<file path="src/rtl/phy_ability_poller.sv">
module phy_ability_poller #(
  parameter int ADDR_W = 5,
  parameter logic [ADDR_W-1:0] REG_STATUS = 1,
  parameter logic [ADDR_W-1:0] REG_ADV = 4,
  parameter logic [ADDR_W-1:0] REG_PARTNER = 5
) (
  input  logic              clk,
  input  logic              rst_n,
  input  logic              force_pause,
  input  logic              negotiate_pause,
  output logic              rd_req,
  output logic [ADDR_W-1:0] rd_addr,
  input  logic              rd_ack,
  input  logic [15:0]       rd_data,
  output logic              link_up,
  output logic              an_done,
  output logic              jabber,
  output logic              remote_fault,
  output logic              speed100,
  output logic              full_duplex,
  output logic              pause_en,
  output logic              link_down
);

  typedef enum logic [1:0] {S_STAT, S_ADV, S_LPA, S_UPD} st_t;
  st_t st;
  logic [15:0] stat_q, adv_q, lpa_q;
  logic [3:0]  common;
  logic        good, nx_spd, nx_fd, nx_pause, take;

  assign rd_req  = (st != S_UPD);
  assign rd_addr = (st == S_ADV) ? REG_ADV : (st == S_LPA) ? REG_PARTNER : REG_STATUS;
  assign take    = rd_req & rd_ack;
  assign good    = stat_q[2] & stat_q[5];
  assign common  = adv_q[8:5] & lpa_q[8:5];

  always_comb begin
    nx_spd = 1'b0;
    nx_fd  = 1'b0;
    if (common[3])      begin nx_spd = 1'b1; nx_fd = 1'b1; end
    else if (common[2]) begin nx_spd = 1'b1; nx_fd = 1'b0; end
    else if (common[1]) begin nx_spd = 1'b0; nx_fd = 1'b1; end
  end

  assign nx_pause = force_pause | (negotiate_pause & nx_fd & adv_q[10] & lpa_q[10]);

  always_ff @(posedge clk) begin
    if (!rst_n) begin
      st <= S_STAT;
      stat_q <= '0; adv_q <= '0; lpa_q <= '0;
      link_up <= 1'b0; an_done <= 1'b0; jabber <= 1'b0; remote_fault <= 1'b0;
      speed100 <= 1'b0; full_duplex <= 1'b0; pause_en <= 1'b0; link_down <= 1'b1;
    end else begin
      case (st)
        S_STAT: if (take) begin stat_q <= rd_data; st <= S_ADV; end
        S_ADV:  if (take) begin adv_q  <= rd_data; st <= S_LPA; end
        S_LPA:  if (take) begin lpa_q  <= rd_data; st <= S_UPD; end
        default: begin
          st           <= S_STAT;
          link_up      <= stat_q[2];
          an_done      <= stat_q[5];
          jabber       <= stat_q[1];
          remote_fault <= stat_q[4];
          link_down    <= ~good;
          if (good && common != 4'd0) begin
            speed100    <= nx_spd;
            full_duplex <= nx_fd;
            pause_en    <= nx_pause;
          end
        end
      endcase
    end
  end

  AST_REQ_HELD: assert property (@(posedge clk) disable iff (!rst_n)
    rd_req && !rd_ack |=> rd_req && $stable(rd_addr));
  AST_ADDR_ORDER: assert property (@(posedge clk) disable iff (!rst_n)
    rd_req && rd_ack && rd_addr == REG_STATUS |=> rd_addr == REG_ADV);
  AST_FORCE_WINS: assert property (@(posedge clk) disable iff (!rst_n)
    st == S_UPD && good && common != 4'd0 && force_pause |=> pause_en);
  AST_DOWN_HOLDS: assert property (@(posedge clk) disable iff (!rst_n)
    st == S_UPD && !good |=> link_down && $stable({speed100, full_duplex, pause_en}));
  AST_NO_COMMON_HOLDS: assert property (@(posedge clk) disable iff (!rst_n)
    st == S_UPD && common == 4'd0 |=> $stable({speed100, full_duplex, pause_en}));
  AST_UPDATE_ONLY_AT_END: assert property (@(posedge clk) disable iff (!rst_n)
    st != S_UPD |=> $stable({speed100, full_duplex, pause_en, link_down, link_up}));

endmodule

</file>
<file path="config.mk">
export PLATFORM = sky130hd
export DESIGN_NAME = phy_ability_poller
export DESIGN_NICKNAME = d
export VERILOG_FILES = /design/src/rtl/phy_ability_poller.sv
export SDC_FILE = /design/constraint.sdc
export NUM_CORES = 1
export LEC_CHECK = 0
export BUFFER_PORTS_ARGS = -buffer_cell sky130_fd_sc_hd__buf_2
export CAP_MARGIN = 20
export CORE_MARGIN = 2
export CORE_UTILIZATION = 30
export DETAILED_ROUTE_END_ITERATION = 7
export GPL_TIMING_DRIVEN = 0
export PLACE_DENSITY = 0.55
export RECOVER_POWER = 50
export SETUP_SLACK_MARGIN = 0.1
export SYNTH_ARGS = -nofsm -noshare
export SYNTH_HDL_FRONTEND = slang
export SYNTH_SLANG_ARGS = --single-unit
</file>
<file path="constraint.sdc">
create_clock -name clk -period 1.85 [get_ports clk]
set_input_delay 0.37 -clock clk [delete_from_list [all_inputs] [get_ports clk]]
set_output_delay 0.37 -clock clk [all_outputs]
set_load 0.005 [all_outputs]
</file>
==> results of run 1 <==
## flip-flops by register name, indices dropped and copies added, names as in the netlist
| name | flops |
|---|---|
| st | 2 |
| adv_q | 5 |
| speed100 | 1 |
| remote_fault | 1 |
| jabber | 1 |
| stat_q | 4 |
| link_up | 1 |
| pause_en | 1 |
| full_duplex | 1 |
| lpa_q | 5 |
| an_done | 1 |
| link_down | 1 |
## worst min path at each step
| stage | start | end | slack, ns | cells past startpoint |
|---|---|---|---|---|
| 2_1_floorplan | rst_n | link_down | 0.43 | 1 |
| 3_3_place_gp | stat_q[1] | stat_q[1] | 0.45 | 2 |
| 3_5_place_dp | adv_q[5] | adv_q[5] | 0.45 | 2 |
| 4_1_cts | rst_n | link_down | 0.25 | 2 |
| 5_1_grt | rst_n | link_down | 0.24 | 2 |
| 6_report | rst_n | link_down | 0.26 | 2 |
## metrics by stage
| stage | total power [W] | instances |
|---|---|---|
| finish | 0.00111 | 199 |
| global route | 0.00118 | 199 |
| CTS | 0.00113 | 199 |
| detailed placement | 0.000750 | 195 |
| global placement | 0.000745 | 195 |
| floorplan | 0.000690 | 126 |
## metal layers
metal / global-route usage (%) / share of wire, % / up-vias
met3: 4.58 / 5.4 / 2
met4: 2.45 / 0.58 / 0
met2: 19.4 / 48 / 25
li1: - / - / 476
met1: 15.5 / 46 / 440
met5: 0 / 0 / -
## cell families after synthesis
kind of cell | share of synthesized area [%]
simple gates | 20.4
flops | 44.6
other cells | 0.348
mux | 3.72
compound gates | 17.4
fa+ha+maj | 5.81
buf+inv | 7.67
## cell usage in the layout (no fill, tap or decap)
master / Yosys / routed
a211oi_2: 1 / 1
a21oi_1: 15 / 15
a21oi_2: 0 / 1
a22oi_1: 2 / 2
a2bb2oi_1: 1 / 1
a32o_2: 1 / 1
a41oi_2: 1 / 1
buf_2: 3 / 23
buf_4: 4 / 4
bufinv_16: 0 / 1
clkbuf_1: 2 / 6
clkbuf_4: 0 / 3
conb_1: 1 / 3
dfxtp_1: 24 / 23
dfxtp_2: 0 / 1
ha_1: 5 / 5
inv_1: 5 / 5
mux2i_1: 4 / 4
nand2_1: 21 / 21
nand3_1: 15 / 15
nand3_4: 1 / 1
nor2_1: 7 / 7
nor2_2: 1 / 1
nor2b_1: 1 / 1
nor3_2: 1 / 1
o21a_1: 1 / 1
o21ai_0: 4 / 4
o21ai_1: 1 / 1
## layout make-up
cell class | instances | area [µm²]
tap | 46 | 57.6
buffer | 10 | 55.1
clock buffer | 3 | 22.5
multi-input combinational | 87 | 514
inverter | 5 | 18.8
timing repair buffer | 23 | 113
sequential | 24 | 482
clock inverter | 1 | 30.0
fill | 362 | 2100
## worst register-to-register path, stage by stage, from the launching register on
cell and delay (ns):
dfxtp_1 0.43, ha_1 0.17, clkbuf_1 0.37, nand3_4 0.15, a21oi_2 0.22, nor2_2 0.06
a211oi_2 0.17
## report_power, final
| part | leakage [nW] | internal [W] | switching, W | total, W |
|---|---|---|---|---|
| clock | 0.0279 | 0.000219 | 0.000157 | 0.000376 |
| combinational | 0.280 | 0.0000676 | 0.000100 | 0.000168 |
| sequential | 0.195 | 0.000543 | 0.0000228 | 0.000566 |
==> results_dict.tcl, run 1 <==
set metrics [dict create \
    grt_overflow 0 \
    cp_top_family "flip-flops" \
    ant_nets 0 \
    drive_gt1_share_pct 25.5 \
    cts_resized 0 \
    drtPass1Iterations 4 \
    ir_drop_mv 0.491 \
    slew_headroom_pct 66.0 \
    synthFlopType "dfxtp_1" \
    num_antenna_cells 0 \
    vias_per_cell 4.74 \
    startpoint "st[0]" \
    syn_area_mm2 0.00108 \
    cts_buffers 3 \
    yosysSeqAreaShare_pct 44.6 \
    synthTopCellsByArea "dfxtp_1 (45%), nand2_1 (7.3%), a21oi_1 (7.0%), nand3_1 (7.0%), ha_1 (5.8%)" \
    power-per-cell-area_mw_per_mm2 859 \
    worstSetupPathDepth 4 \
    synth-async-reset-ratio_pct 0 \
    finClkSkew_ns 0.0176 \
    clk_path_buf_depth 2 \
    clkLatencyLatePin_ns 0.32 \
    clock-sinks 24 \
    cp_slowest_cell "dfxtp_1" \
    first_global_vias 861 \
    setup_ws_ns 0.212 \
    final_util_pct 38.1 \
    row_count 21 \
    worst_pin_slew_ns 0.510 \
    cp.required_ns 1.48 \
    finalCriticalPeriod_ns 1.64 \
    die_area_mm2 0.00409 \
    crit_top_cell "buf_2" \
    timing.setup.tns_ns 0 \
    r2r_cells 6 \
    leakage_nw 0.503 \
    cp-end-kind "output pin" \
    slew_viol_final 0 \
    stdcell_area_mm2 0.00129 \
    min_path_type "input pin to flop" \
    synth.most_common_cell "dfxtp_1" \
    place_area_mm2 0.00126 \
    fmax_ghz 0.611 \
    synth_area_leader_cell "dfxtp_1" \
    r2r_slack_ns 0.24 \
    dp_hpwl_um 1700 \
    crit_chain "ha_1 > buf_2 > inv_1 > buf_2" \
    cts_root_buffer "clkbuf_4" \
    setup_viol 0 \
    first_iter_violations 87 \
    yosys_register_bits 24 \
    pin_count 35 \
    maxCapViolations 0 \
    dp_slack_ns 0.425 \
    critical-path-max-stage-delay_ns 0.43 \
    synth.avg_cell_area_um2 8.69 \
    grt_pass1_wl_um 3900 \
    htree_levels 1 \
    wl_per_cell_um 11.3 \
    cts_setup_buffers 0 \
    dieWidth_um 63.9 \
    chipHeight_um 63.9 \
    totalWireLength_um 2240 \
    hold_viol_final 0 \
    cp-endpoint "rd_addr[0]" \
    gp_congestion 0.856 \
    grt.total_usage_pct 12.1 \
    netlist_top_cells_count "dfxtp_1 (24), nand2_1 (21), a21oi_1 (15), nand3_1 (15), nor2_1 (7)" \
    fin_nets 180 \
    core_area_mm2 0.00339 \
    arrival_ns 1.27 \
    synth_top_area_share_pct 44.6 \
    clk_pin_slew_worst_paths_ns 0.12 \
    syn_inst 124 \
    worst_hold_slack_ns 0.261 \
    postCtsHoldBufs 0 \
    io_buffers 23 \
    grt_max_degree 15 \
    worstPathMaxFanout 8 \
    ys_types 26 \
    drc_errors 0 \
    timing.rr.end "pause_en" \
    path_buf_inv 3 \
    status "finished, final reports clean" \
    critPathKind "flop to output pin" \
    r2r_start "st[0]" \
    num_vias 943 \
    fin_crit_sh_pct 88.5 \
    rsz0062_at_grt "false" \
    antenna_found_initial 0 \
    ys_warn_count 0 \
    start_kind "flop" \
    synthToLayoutAreaGrowth_pct 20.0 \
    cts_tree "done" \
    initial_core_util_pct 31.8 \
    synth_edf_count 0 \
]
No activity file was read; power rests on OpenSTA's default activity.
==> run 2, diff against run 1 <==
ABC_AREA = 1   (was default)
PLACE_DENSITY = 0.57   (was 0.55)
REMOVE_ABC_BUFFERS = 1   (was default)
clock period = 1.5 ns   (was 1.85 ns; I/O delays follow)
==> run 2 against run 1 <==
Against the previous run: hold slack worse by 0.027 ns; sequential power up 33%; die area down 1.1%; register-to-register slack worse by 0.09 ns; sequential share of layout area down 2.6 points; routed wire length up 11%; power up 54%; non-clock buffer count down 2; design area up 9.0%; largest cell class unchanged.
==> results_dict.tcl, run 2 <==
set metrics [dict create \
    status "finished, final reports clean" \
    synthMuxAreaShare_pct 0 \
    yosys.area_share.adder_pct 5.88 \
    clkLatencyLatePin_ns 0.32 \
    first_global_vias 980 \
    clock-sinks 24 \
    mostFrequentLayoutCells "nand2_1 (33), dfxtp_1 (22), buf_2 (22), a21oi_1 (18), nand3_1 (16)" \
    num_vias 1006 \
    worstPathMaxFanout 5 \
    finalPower_w 0.00171 \
    row_count 21 \
    pin_count 35 \
    htree_levels 1 \
    critical-path-max-stage-delay_ns 0.44 \
    syn_inst 143 \
    vias_per_cell 4.55 \
    crit_chain "inv_4 > ha_4 > buf_6" \
    synthTopCellsByArea "dfxtp_1 (45%), nand2_1 (13%), a21oi_1 (8.9%), nand3_1 (7.5%), ha_1 (5.9%)" \
    chipHeight_um 63.6 \
    grt.total_usage_pct 12.4 \
    grt_pass1_wl_um 4020 \
    maxCapViolations 0 \
    grt_max_degree 18 \
    worstHoldPathCells 3 \
    path_buf_inv 2 \
    postCtsHoldBufs 0 \
    synth-async-reset-ratio_pct 0 \
    synth_area_leader_cell "dfxtp_1" \
    arrival_ns 1.16 \
    synth_top_family_by_area "simple AND/OR/NAND/NOR gates" \
    io_buffers 23 \
    dp_hpwl_um 1730 \
    final_common_cell "nand2_1" \
    synth_xor_area_share_pct 0 \
    finalCriticalPeriod_ns 1.46 \
    power-per-cell-area_mw_per_mm2 1210 \
    reg.largest.list "adv_q: 5 flops, lpa_q: 5 flops, stat_q: 4 flops" \
    min_path_type "input pin to flop" \
    die_area_mm2 0.00404 \
    clk_path_buf_depth 2 \
    totalWireLength_um 2490 \
    yosys_register_bits 24 \
    synth.most_common_cell "nand2_1" \
    r2r_cells 7 \
    num_antenna_cells 0 \
    drc_errors 0 \
    setup_viol 0 \
    synth-compound-area-share_pct 12.9 \
    gp_congestion 0.757 \
    multi_input_area_um2 566 \
    yosysSeqAreaShare_pct 45.1 \
    timing.setup.tns_ns 0 \
    core_area_mm2 0.00336 \
    ant_nets 0 \
    synthFlopType "dfxtp_1" \
    synth_top_area_share_pct 45.1 \
    first_iter_violations 20 \
    rsz0062_at_grt "true" \
    initial_core_util_pct 31.7 \
    final_util_pct 41.9 \
    cts_tree "done" \
    cts_buffers 3 \
    grt_overflow 0 \
    fmax_ghz 0.683 \
    syn_area_mm2 0.00106 \
    leakage_nw 0.591 \
    worst_hold_slack_ns 0.234 \
    fin_crit_sh_pct 97.6 \
    start_kind "flop" \
    slew_viol_final 0 \
    synthToLayoutAreaGrowth_pct 32.3 \
    ys_types 17 \
    cts_root_buffer "clkbuf_4" \
    synth.avg_cell_area_um2 7.45 \
    drive_gt1_share_pct 31.4 \
    clk_pin_slew_worst_paths_ns 0.14 \
    dieWidth_um 63.6 \
    worstSetupPathDepth 3 \
    hold_viol_final 0 \
    critPathKind "flop to output pin" \
    wl_per_cell_um 11.3 \
    cp.required_ns 1.20 \
    cp-end-kind "output pin" \
    finClkSkew_ns 0.0126 \
    ys_warn_count 0 \
    cp_slowest_cell "dfxtp_4" \
    fin_nets 202 \
    ir_drop_mv 0.518 \
    fillCellCount 367 \
    synth_edf_count 0 \
    seq_area_um2 488 \
    cp_top_family "flip-flops" \
    antenna_found_initial 0 \
    drtPass1Iterations 4 \
    synthSimpleGateAreaFrac_pct 28.0 \
    netlist_top_cells_count "nand2_1 (36), dfxtp_1 (24), a21oi_1 (19)" \
]
-- run 2: routing by layer --
metal | track usage (%) | routed length (µm)
met1 | 13.8 | 1010
met2 | 22.5 | 1330
met3 | 3.21 | 112
met4 | 4.08 | 28
met5 | 0 | 0
-- run 2: worst paths after layout --
path	from	end	slack, ns
hold reg to reg	link_up	link_up	0.46
hold / removal	rd_data[4]	stat_q[4]	0.23
setup reg to reg	st[1]	st[1]	0.15
setup / recovery	st[0]	rd_addr[2]	0.04
-- run 2: worst register-to-register path, cell delays in order (launching register included) --
cell     delay, ns
dfxtp_4       0.39
buf_4         0.12
ha_2          0.28
nor2_1        0.09
a21oi_2       0.18
nand2_1       0.08
nand2_1       0.07
nor2_1        0.04
-- run 2: cells by family (layout without fill, tap and decap cells) --
family                   after synthesis  after routing
AO/OA/AOI/OAI                         26             26
adder cells (fa/ha/maj)                5              5
buffers and inverters                 18             48
flip-flops                            24             24
other                                  1              3
AND/OR/NAND/NOR                       69             69
-- run 2: area by class of cell --
type | instances | area share, %
Clock inverter | 1 | 2.13
Timing Repair Buffer | 31 | 13.4
Inverter | 13 | 4.00
Clock buffer | 3 | 1.60
Multi-Input combinational cell | 103 | 40.1
Tap cell | 46 | 4.09
Sequential cell | 24 | 34.6
-- run 2: power by group --
| group | internal (W) | switching (W) |
|---|---|---|
| Clock | 0.000270 | 0.000198 |
| Combinational | 0.000233 | 0.000253 |
| Sequential | 0.000704 | 0.0000504 |
-- run 2: what timing repair did --
item | CTS | global route
resized for setup | 10 | 17
pin swaps | 2 | 4
endpoints found under the setup margin | 22 | 12
setup buffers | 3 | 5
-- run 2: metrics by stage --
step	cells	setup slack, ns	cell area, µm²
after floorplan	140	0.191	1040
after global placement	209	0.0339	1210
final	221	0.0361	1410
after detailed placement	209	0.0102	1210
after CTS	216	0.0289	1320
after global routing	221	-0.0193	1410
